**src/rtl/tcmp_pkg.sv**
```systemverilog
package tcmp_pkg;

    localparam int unsigned CNT_W   = 63;
    localparam int unsigned REG_W   = CNT_W + 1;
    localparam int unsigned NUM_CMP = 3;
    localparam int unsigned SEL_W   = $clog2(NUM_CMP + 1);

    typedef enum logic {
        SRC_TICK  = 1'b0,
        SRC_STICK = 1'b1
    } cnt_src_e;

    typedef struct packed {
        logic             dis;
        logic [CNT_W-1:0] target;
    } cmp_reg_t;

    localparam cmp_reg_t CMP_RESET = '{dis: 1'b1, target: '0};

    // slot 0 follows the tick counter, the others the system tick
    function automatic cnt_src_e slot_src(input int unsigned idx);
        return (idx == 0) ? SRC_TICK : SRC_STICK;
    endfunction

    function automatic logic arm_ok(input cmp_reg_t v, input logic [CNT_W-1:0] cnt);
        return !v.dis && (v.target > cnt);
    endfunction

endpackage

```
**src/rtl/tcmp_counter.sv**
```systemverilog
module tcmp_counter
    import tcmp_pkg::*;
(
    input  logic             clk,
    input  logic             rst,
    input  logic             en,
    output logic [CNT_W-1:0] cnt
);

    always_ff @(posedge clk) begin
        if (rst) begin
            cnt <= '0;
        end else if (en) begin
            cnt <= cnt + 1'b1;
        end
    end

    a_r2_step: assert property (@(posedge clk) disable iff (rst)
        en |=> (cnt == $past(cnt) + 1'b1));

    a_r2_hold: assert property (@(posedge clk) disable iff (rst)
        !en |=> $stable(cnt));

endmodule

```
**src/rtl/tcmp_slot.sv**
```systemverilog
module tcmp_slot
    import tcmp_pkg::*;
(
    input  logic             clk,
    input  logic             rst,
    input  logic             wr_i,
    input  cmp_reg_t         wr_data_i,
    input  logic [CNT_W-1:0] cnt_i,
    output cmp_reg_t         value_o,
    output logic             irq_o
);

    cmp_reg_t reg_q;
    logic     armed_q;
    logic     irq_q;
    logic     hit;

    assign hit = armed_q && (cnt_i == reg_q.target);

    always_ff @(posedge clk) begin
        if (rst) begin
            reg_q   <= CMP_RESET;
            armed_q <= 1'b0;
            irq_q   <= 1'b0;
        end else begin
            irq_q <= 1'b0;
            if (wr_i) begin
                reg_q   <= wr_data_i;
                armed_q <= arm_ok(wr_data_i, cnt_i);
            end else if (hit) begin
                armed_q <= 1'b0;
                irq_q   <= 1'b1;
            end
        end
    end

    assign value_o = reg_q;
    assign irq_o   = irq_q;

    a_r6_single_pulse: assert property (@(posedge clk) disable iff (rst)
        irq_q |=> !irq_q);

    a_r6_disarm_after_fire: assert property (@(posedge clk) disable iff (rst)
        irq_q |-> !armed_q);

    a_r7_no_arm_disabled: assert property (@(posedge clk) disable iff (rst)
        (wr_i && wr_data_i.dis) |=> !armed_q);

    a_r7_no_arm_behind: assert property (@(posedge clk) disable iff (rst)
        (wr_i && (wr_data_i.target <= cnt_i)) |=> !armed_q);

    a_r8_write_blocks_irq: assert property (@(posedge clk) disable iff (rst)
        wr_i |=> !irq_q);

    a_r4_holds_written: assert property (@(posedge clk) disable iff (rst)
        wr_i |=> (reg_q == $past(wr_data_i)));

endmodule

```
**src/rtl/tcmp_unit.sv**
```systemverilog
module tcmp_unit
    import tcmp_pkg::*;
(
    input  logic             clk,
    input  logic             rst,
    input  logic             tick_en,
    input  logic             stick_en,
    input  logic             wr_en,
    input  logic [SEL_W-1:0] wr_sel,
    input  logic [REG_W-1:0] wr_data,
    input  logic [SEL_W-1:0] rd_sel,
    output logic [REG_W-1:0] rd_data,
    output logic [CNT_W-1:0] tick_cnt,
    output logic [CNT_W-1:0] stick_cnt,
    output logic [NUM_CMP-1:0] irq
);

    cmp_reg_t vals [NUM_CMP];

    tcmp_counter u_tick (
        .clk (clk),
        .rst (rst),
        .en  (tick_en),
        .cnt (tick_cnt)
    );

    tcmp_counter u_stick (
        .clk (clk),
        .rst (rst),
        .en  (stick_en),
        .cnt (stick_cnt)
    );

    for (genvar i = 0; i < NUM_CMP; i++) begin : g_slot
        localparam cnt_src_e SRC = slot_src(i);
        logic [CNT_W-1:0] cnt_sel;
        logic             wr_hit;

        if (SRC == SRC_TICK) begin : g_tick
            assign cnt_sel = tick_cnt;
        end else begin : g_stick
            assign cnt_sel = stick_cnt;
        end

        assign wr_hit = wr_en && (wr_sel == SEL_W'(i));

        tcmp_slot u_slot (
            .clk       (clk),
            .rst       (rst),
            .wr_i      (wr_hit),
            .wr_data_i (cmp_reg_t'(wr_data)),
            .cnt_i     (cnt_sel),
            .value_o   (vals[i]),
            .irq_o     (irq[i])
        );
    end

    always_comb begin
        rd_data = '0;
        for (int i = 0; i < NUM_CMP; i++) begin
            if (rd_sel == SEL_W'(i)) rd_data = vals[i];
        end
    end

    a_r1_quiet_in_reset: assert property (@(posedge clk)
        rst |=> (irq == '0));

    a_r9_paused_no_fire: assert property (@(posedge clk) disable iff (rst)
        (!stick_en && $past(!stick_en) && $past(!stick_en, 2) && !$past(wr_en) && !$past(wr_en, 2))
            |-> (irq[NUM_CMP-1:1] == '0));

endmodule

```
**config.mk**
```make
export PLATFORM = sky130hd
export DESIGN_NAME = tcmp_unit
export DESIGN_NICKNAME = d
export VERILOG_FILES = /design/src/rtl/tcmp_pkg.sv /design/src/rtl/tcmp_counter.sv /design/src/rtl/tcmp_slot.sv /design/src/rtl/tcmp_unit.sv
export SDC_FILE = /design/constraint.sdc
export NUM_CORES = 1
export LEC_CHECK = 0
export BUFFER_PORTS_ARGS = -buffer_cell sky130_fd_sc_hd__buf_4
export CAP_MARGIN = 20
export CORE_MARGIN = 4
export CORE_UTILIZATION = 35
export DETAILED_ROUTE_END_ITERATION = 10
export GPL_ROUTABILITY_DRIVEN = 0
export REMOVE_ABC_BUFFERS = 1
export SLEW_MARGIN = 10
export SYNTH_ARGS = -nofsm -noshare
export SYNTH_HDL_FRONTEND = slang
export SYNTH_HIERARCHICAL = 1
export SYNTH_SLANG_ARGS = --single-unit
```
**constraint.sdc**
```tcl
create_clock -name clk -period 2.45 [get_ports clk]
set_input_delay 0.245 -clock clk [delete_from_list [all_inputs] [get_ports clk]]
set_output_delay 0.245 -clock clk [all_outputs]
set_load 0.05 [all_outputs]
```
* Yosys cells after proc, flatten, opt, wreduce, memory -nomap -nowiden *
Index checks and enable logic that the tools add are counted.

cells by class
  add/sub/neg operators = 2
  magnitude comparators = 2
  equal/unequal tests = 7
  muxes and demuxes = 12
  reductions and logical operators = 17

operator list
  operator                 count
  $mux W64                 3
  $eq A63 B63 Y1           3
  $add A63 B1 Y63 const B  2
  $gt A63 B63 Y1           2
  $mux W1                  9
  $logic_and A1 B1 Y1      8
  $reduce_bool A2 Y1       3
  $reduce_or A2 Y1         3
  $eq A2 B1 Y1 const B     2
  $eq A2 B2 Y1 const B     2
  $logic_not A2 Y1         2
  $logic_not A1 Y1         1

storage, ports and cells
  register bits = 324
  output and inout port bits = 193
  logic and storage cells = 54

* Depth between registers and ports, before layout *
  word-level depth = 4
  gate-level depth with buffers = 9
  gate-level depth less buffers = 9

* By module *
The synthesis kept the hierarchy.

by module, submodules not included
  module                            instances  cells each  area an instance (um^2)  sequential area each (um^2)
  tcmp_slot (g_slot[1].u_slot ...)  2          526         4,598.2                  1,321.3
  tcmp_counter                      2          357         3,044.2                  1,261.2
  tcmp_slot (g_slot[0].u_slot)      1          519         4,533.1                  1,321.3
  tcmp_unit                         1          153         1,436.4                  0.0

* Worst setup path after synthesis *
No wires, ideal clock.

  kind = register to register
  from = register u_stick.cnt[58]
  to = register g_slot[1].u_slot.armed_q
  arrival time = 2.493 ns
  data required time = 2.333 ns
  slack = -0.160 ns
  cell stages (with the launch flop) = 10
  path buffers = 0
  period minus slack after synthesis = 2.610 ns
  cell sequence = dfxtp_1 -> inv_1 -> ha_1 -> nand4_2 -> nor4_4 -> nand3_2 -> nor4_2 -> nand3_1 -> and3_1 -> a32o_1

between the ends
  longest elaborated chain between the ends = 3
  elaborated cells on any way between the ends = 6

ends and longest elaborated chain
  item                                                     RTL line                         source
  start, declared                                          tcmp_counter.sv:7                output logic [CNT_W-1:0] cnt
  start signal, assigned                                   tcmp_counter.sv:14               cnt <= cnt + 1'b1;
  $gt A63 B63 Y1 / $eq A63 B63 Y1 (equally long branches)  tcmp_pkg.sv:26, tcmp_slot.sv:18
  $logic_and A1 B1 Y1 (on tied branches)                   tcmp_pkg.sv:26, tcmp_slot.sv:18
  $mux W1 / $reduce_bool A2 Y1 (equally long branches)     -
  end signal, assigned                                     tcmp_slot.sv:29                  armed_q <= arm_ok(wr_data_i, cnt_i);
  end, declared                                            tcmp_slot.sv:14                  logic armed_q;

Several ways; a longest one is shown, not always the timed one.
A chain may end at the register's enable or synchronous reset.

* Worst setup path after layout *
  from = register u_stick.cnt[26]
  to = register g_slot[2].u_slot.armed_q

between the ends
  longest elaborated chain between the ends = 3
  elaborated cells on any way between the ends = 6

ends and longest elaborated chain
  item                                                     RTL line
  $gt A63 B63 Y1 / $eq A63 B63 Y1 (equally long branches)  tcmp_pkg.sv:26, tcmp_slot.sv:18
  $logic_and A1 B1 Y1 (on tied branches)                   tcmp_pkg.sv:26, tcmp_slot.sv:18
  $mux W1 / $reduce_bool A2 Y1 (equally long branches)     -
  end signal, assigned                                     tcmp_slot.sv:29
  end, declared                                            tcmp_slot.sv:14

Several ways; a longest one is shown, not always the timed one.

==> qor.yml <==
run_status:
  outcome: "finished with violations"
  violations: "setup timing"
cells_and_area:
  areaGrowthSynthToFinish_pct: 29.6
  drive_above_1_share: 0.232
  fillers: 5764
  finish.net_count: 3207
  post-route-util: 0.457
  final_common_cell: "buf_4"
  final_cell_mix: "buf_4 (519), nor2_1 (320), dfxtp_1 (300), mux2i_1 (255), inv_1 (207)"
  stdcell_count: 3755
place:
  placedCellCount: 3654
  dp_hpwl_mm: 72.7
  io_buffers: 265
clocking:
  clk_pin_slew_ns: 0.06
  clkLatencyLatePin_ns: 0.57
  cts_tree: "yes"
  cts_buffer_depth: 3
  cts_buffers: 38
  h-tree-depth: 2
  cts_root_buffer: "clkbuf_16"
  clock_sinks: 324
sta:
  setup_viol: 2
  min_period_ns: 2.51
  layout_setup_ws_ns: -0.0553
  finalCritPeriodShare: 1.02
  drv_slew: 0
  hold_ws_ns: 0.0204
  fmax_mhz: 399
  rsz0062_at_grt: "yes"
  finalHoldViolCount: 0
  finClkSkew_ns: 0.0196
  max_slew_margin: 0.512
  worstMarginPinSlew_ns: 0.732
global_routing:
  grt_pass1_wl_mm: 132
  grt_remaining_overflow: 0
  grt_antenna_before_repair: 2
  grtUsageMet2: 0.425
  grt_pass1_vias: 20900
  use_met3: 0.0521
  top_usage_layer: "met2"
  track_usage: 0.272
  grt_start_max_net_pins: 93
  grtUsageMet1: 0.348
setup_path:
  worst_setup_path_start_kind: "register"
  worstSetupPathType: "register to register"
  worst_ep_required_time_ns: 2.97
  arrival_ns: 3.02
  end_kind: "register"
  crit_fanout: 4
  r2r_slack_ns: -0.06
pwr:
  power_density_nw_per_um2: 487
  p_clk_frac: 0.443
  power_frac_comb: 0.145
  seqPwrFrac: 0.413
  p_leak_nw: 11.4
  p_switching_w: 0.00374
  ir_drop_uv: 363
  p_int_w: 0.00969
  switching_share: 0.279
  power_w: 0.0134
drt:
  routed_wl_mm: 92.5
  avgRoutedWirePerCell_um: 24.6
  drt_iter0_drc: 2197
  post-route-drc-count: 0
  antenna_left: 0
  viasPerCell: 5.73
  vias: 21500
  firstDrtPassIters: 9
floorplan:
  core-area_um2: 60200
  die_y_um: 254
  io_pins: 266
  die_x_um: 254
  start_util: 0.353
  die-area_um2: 64700
  core.rowCount: 90
yosys:
  synth_area_um2: 21300
  ys_seq_area_frac: 0.305
  ys_types: 65
  synth_warnings: 6
  synth_edf_count: 0
  async_flop_share: 0
  netlist_instances: 2438
  synth-seq-cells: 324
  avgSynthCellArea_um2: 8.72
  synth_flop_cell: "dfxtp_1"
run:
  cap_violations: 0
min_path:
  hold_class: "input port to register"
==> kinds of logic (layout without fill, tap and decap cells) <==
family	Yosys count	count (layout)	share of synthesized area
buf+inv	309	840	0.0622
mux	255	255	0.120
other cells	0	4	0
xor+xnor	206	206	0.0849
fa+ha+maj	191	191	0.112
flops	324	324	0.305
compound gates	365	365	0.118
simple gates	788	788	0.198
==> sequential cells by signal, summed over array words and instances, names as in the netlist <==
register               count
u_tick/cnt                63
g_slot.u_slot/irq_o        3
u_stick/cnt               63
g_slot.u_slot/value_o    192
g_slot.u_slot/armed_q      3
==> final timing paths <==
path | start | to | cells after the start
setup / recovery | u_stick/cnt[26] | g_slot[2].u_slot/armed_q | 8
hold / removal | stick_en | u_stick/cnt[0] | 3
setup reg to reg | u_stick/cnt[26] | g_slot[2].u_slot/armed_q | 8
hold reg to reg | g_slot[1].u_slot/value_o[32] | g_slot[1].u_slot/value_o[32] | 2
==> power by group through the flow <==
stage	clock [W]	combinational, W	sequential [W]
after global placement	0	0.00179	0.00564
after global routing	0.00622	0.00205	0.00554
final	0.00595	0.00194	0.00554
after detailed placement	0	0.00184	0.00564
after CTS	0.00604	0.00189	0.00553
after floorplan	0	0.000966	0.00562
==> cells in the mapped netlist (9+ instances only) <==
master	number	area share
dfxtp_1	324	0.31
a21o_1	9	0.0032
nor4_1	40	0.012
a221oi_1	17	0.0070
nand4_2	10	0.0059
nand4_1	106	0.031
buf_1	11	0.0019
o31ai_1	16	0.0057
o22ai_1	19	0.0056
a21oi_1	112	0.026
a22o_1	13	0.0054
xor2_1	137	0.056
or3_1	28	0.0082
nand3_1	54	0.013
nand2_1	106	0.019
or4_1	14	0.0049
inv_1	209	0.037
o21ai_0	46	0.011
a211oi_1	18	0.0064
xnor2_1	69	0.028
mux2i_1	255	0.12
nor2_1	320	0.057
clkbuf_1	51	0.0090
buf_2	18	0.0042
o2bb2ai_1	77	0.032
and3_1	20	0.0059
ha_1	191	0.11
nor3_1	25	0.0059
==> routing by layer <==
layer  wire length [um]  vias to the layer above
met2              40500                     1140
met3               7880                      311
met1              37500                    10300
li1                   -                     9726
met4               6650                        0
met5                  0                        -
==> metrics by stage <==
stage / TNS (ns) / area, um2 / setup slack, ns
2_1_floorplan: -512.33 / 20700 / -5.35
3_3_place_gp: -0.414 / 25800 / -0.187
3_5_place_dp: -0.436 / 25800 / -0.165
4_1_cts: 0 / 27400 / 0.0000815
5_1_grt: -0.136 / 27500 / -0.102
6_report: -0.0815 / 27600 / -0.0553
==> critical path: stages (launching register included) <==
cell and delay (ns):
dfxtp_1 0.47, inv_1 0.08, ha_1 0.31, nand4_1 0.11, or3_2 0.53, o21a_2 0.30, o2bb2ai_2 0.37, a211o_2 0.17
a32o_1 0.11
==> area by class of cell <==
type                       instances  area [um2]  share of cell area
inverter                         217         815              0.0296
antenna                            4        10.0            0.000363
sequential                       324        6520               0.236
clock inverter                    12         169             0.00613
clock buffer                      54        1100              0.0400
multi-input combinational       1805       13600               0.493
tap                              782         978              0.0355
timing repair buffer             557        4390               0.159
==> timing repair <==
item                       CTS  global route
gates cloned                 0             0
resized for setup           11            33
hold buffers                26             0
setup endpoints to repair    4            11
pin swaps                    3             8
hold endpoints to repair    51             0
buffers inserted             2             3
Power figures use the tool's default switching activity.
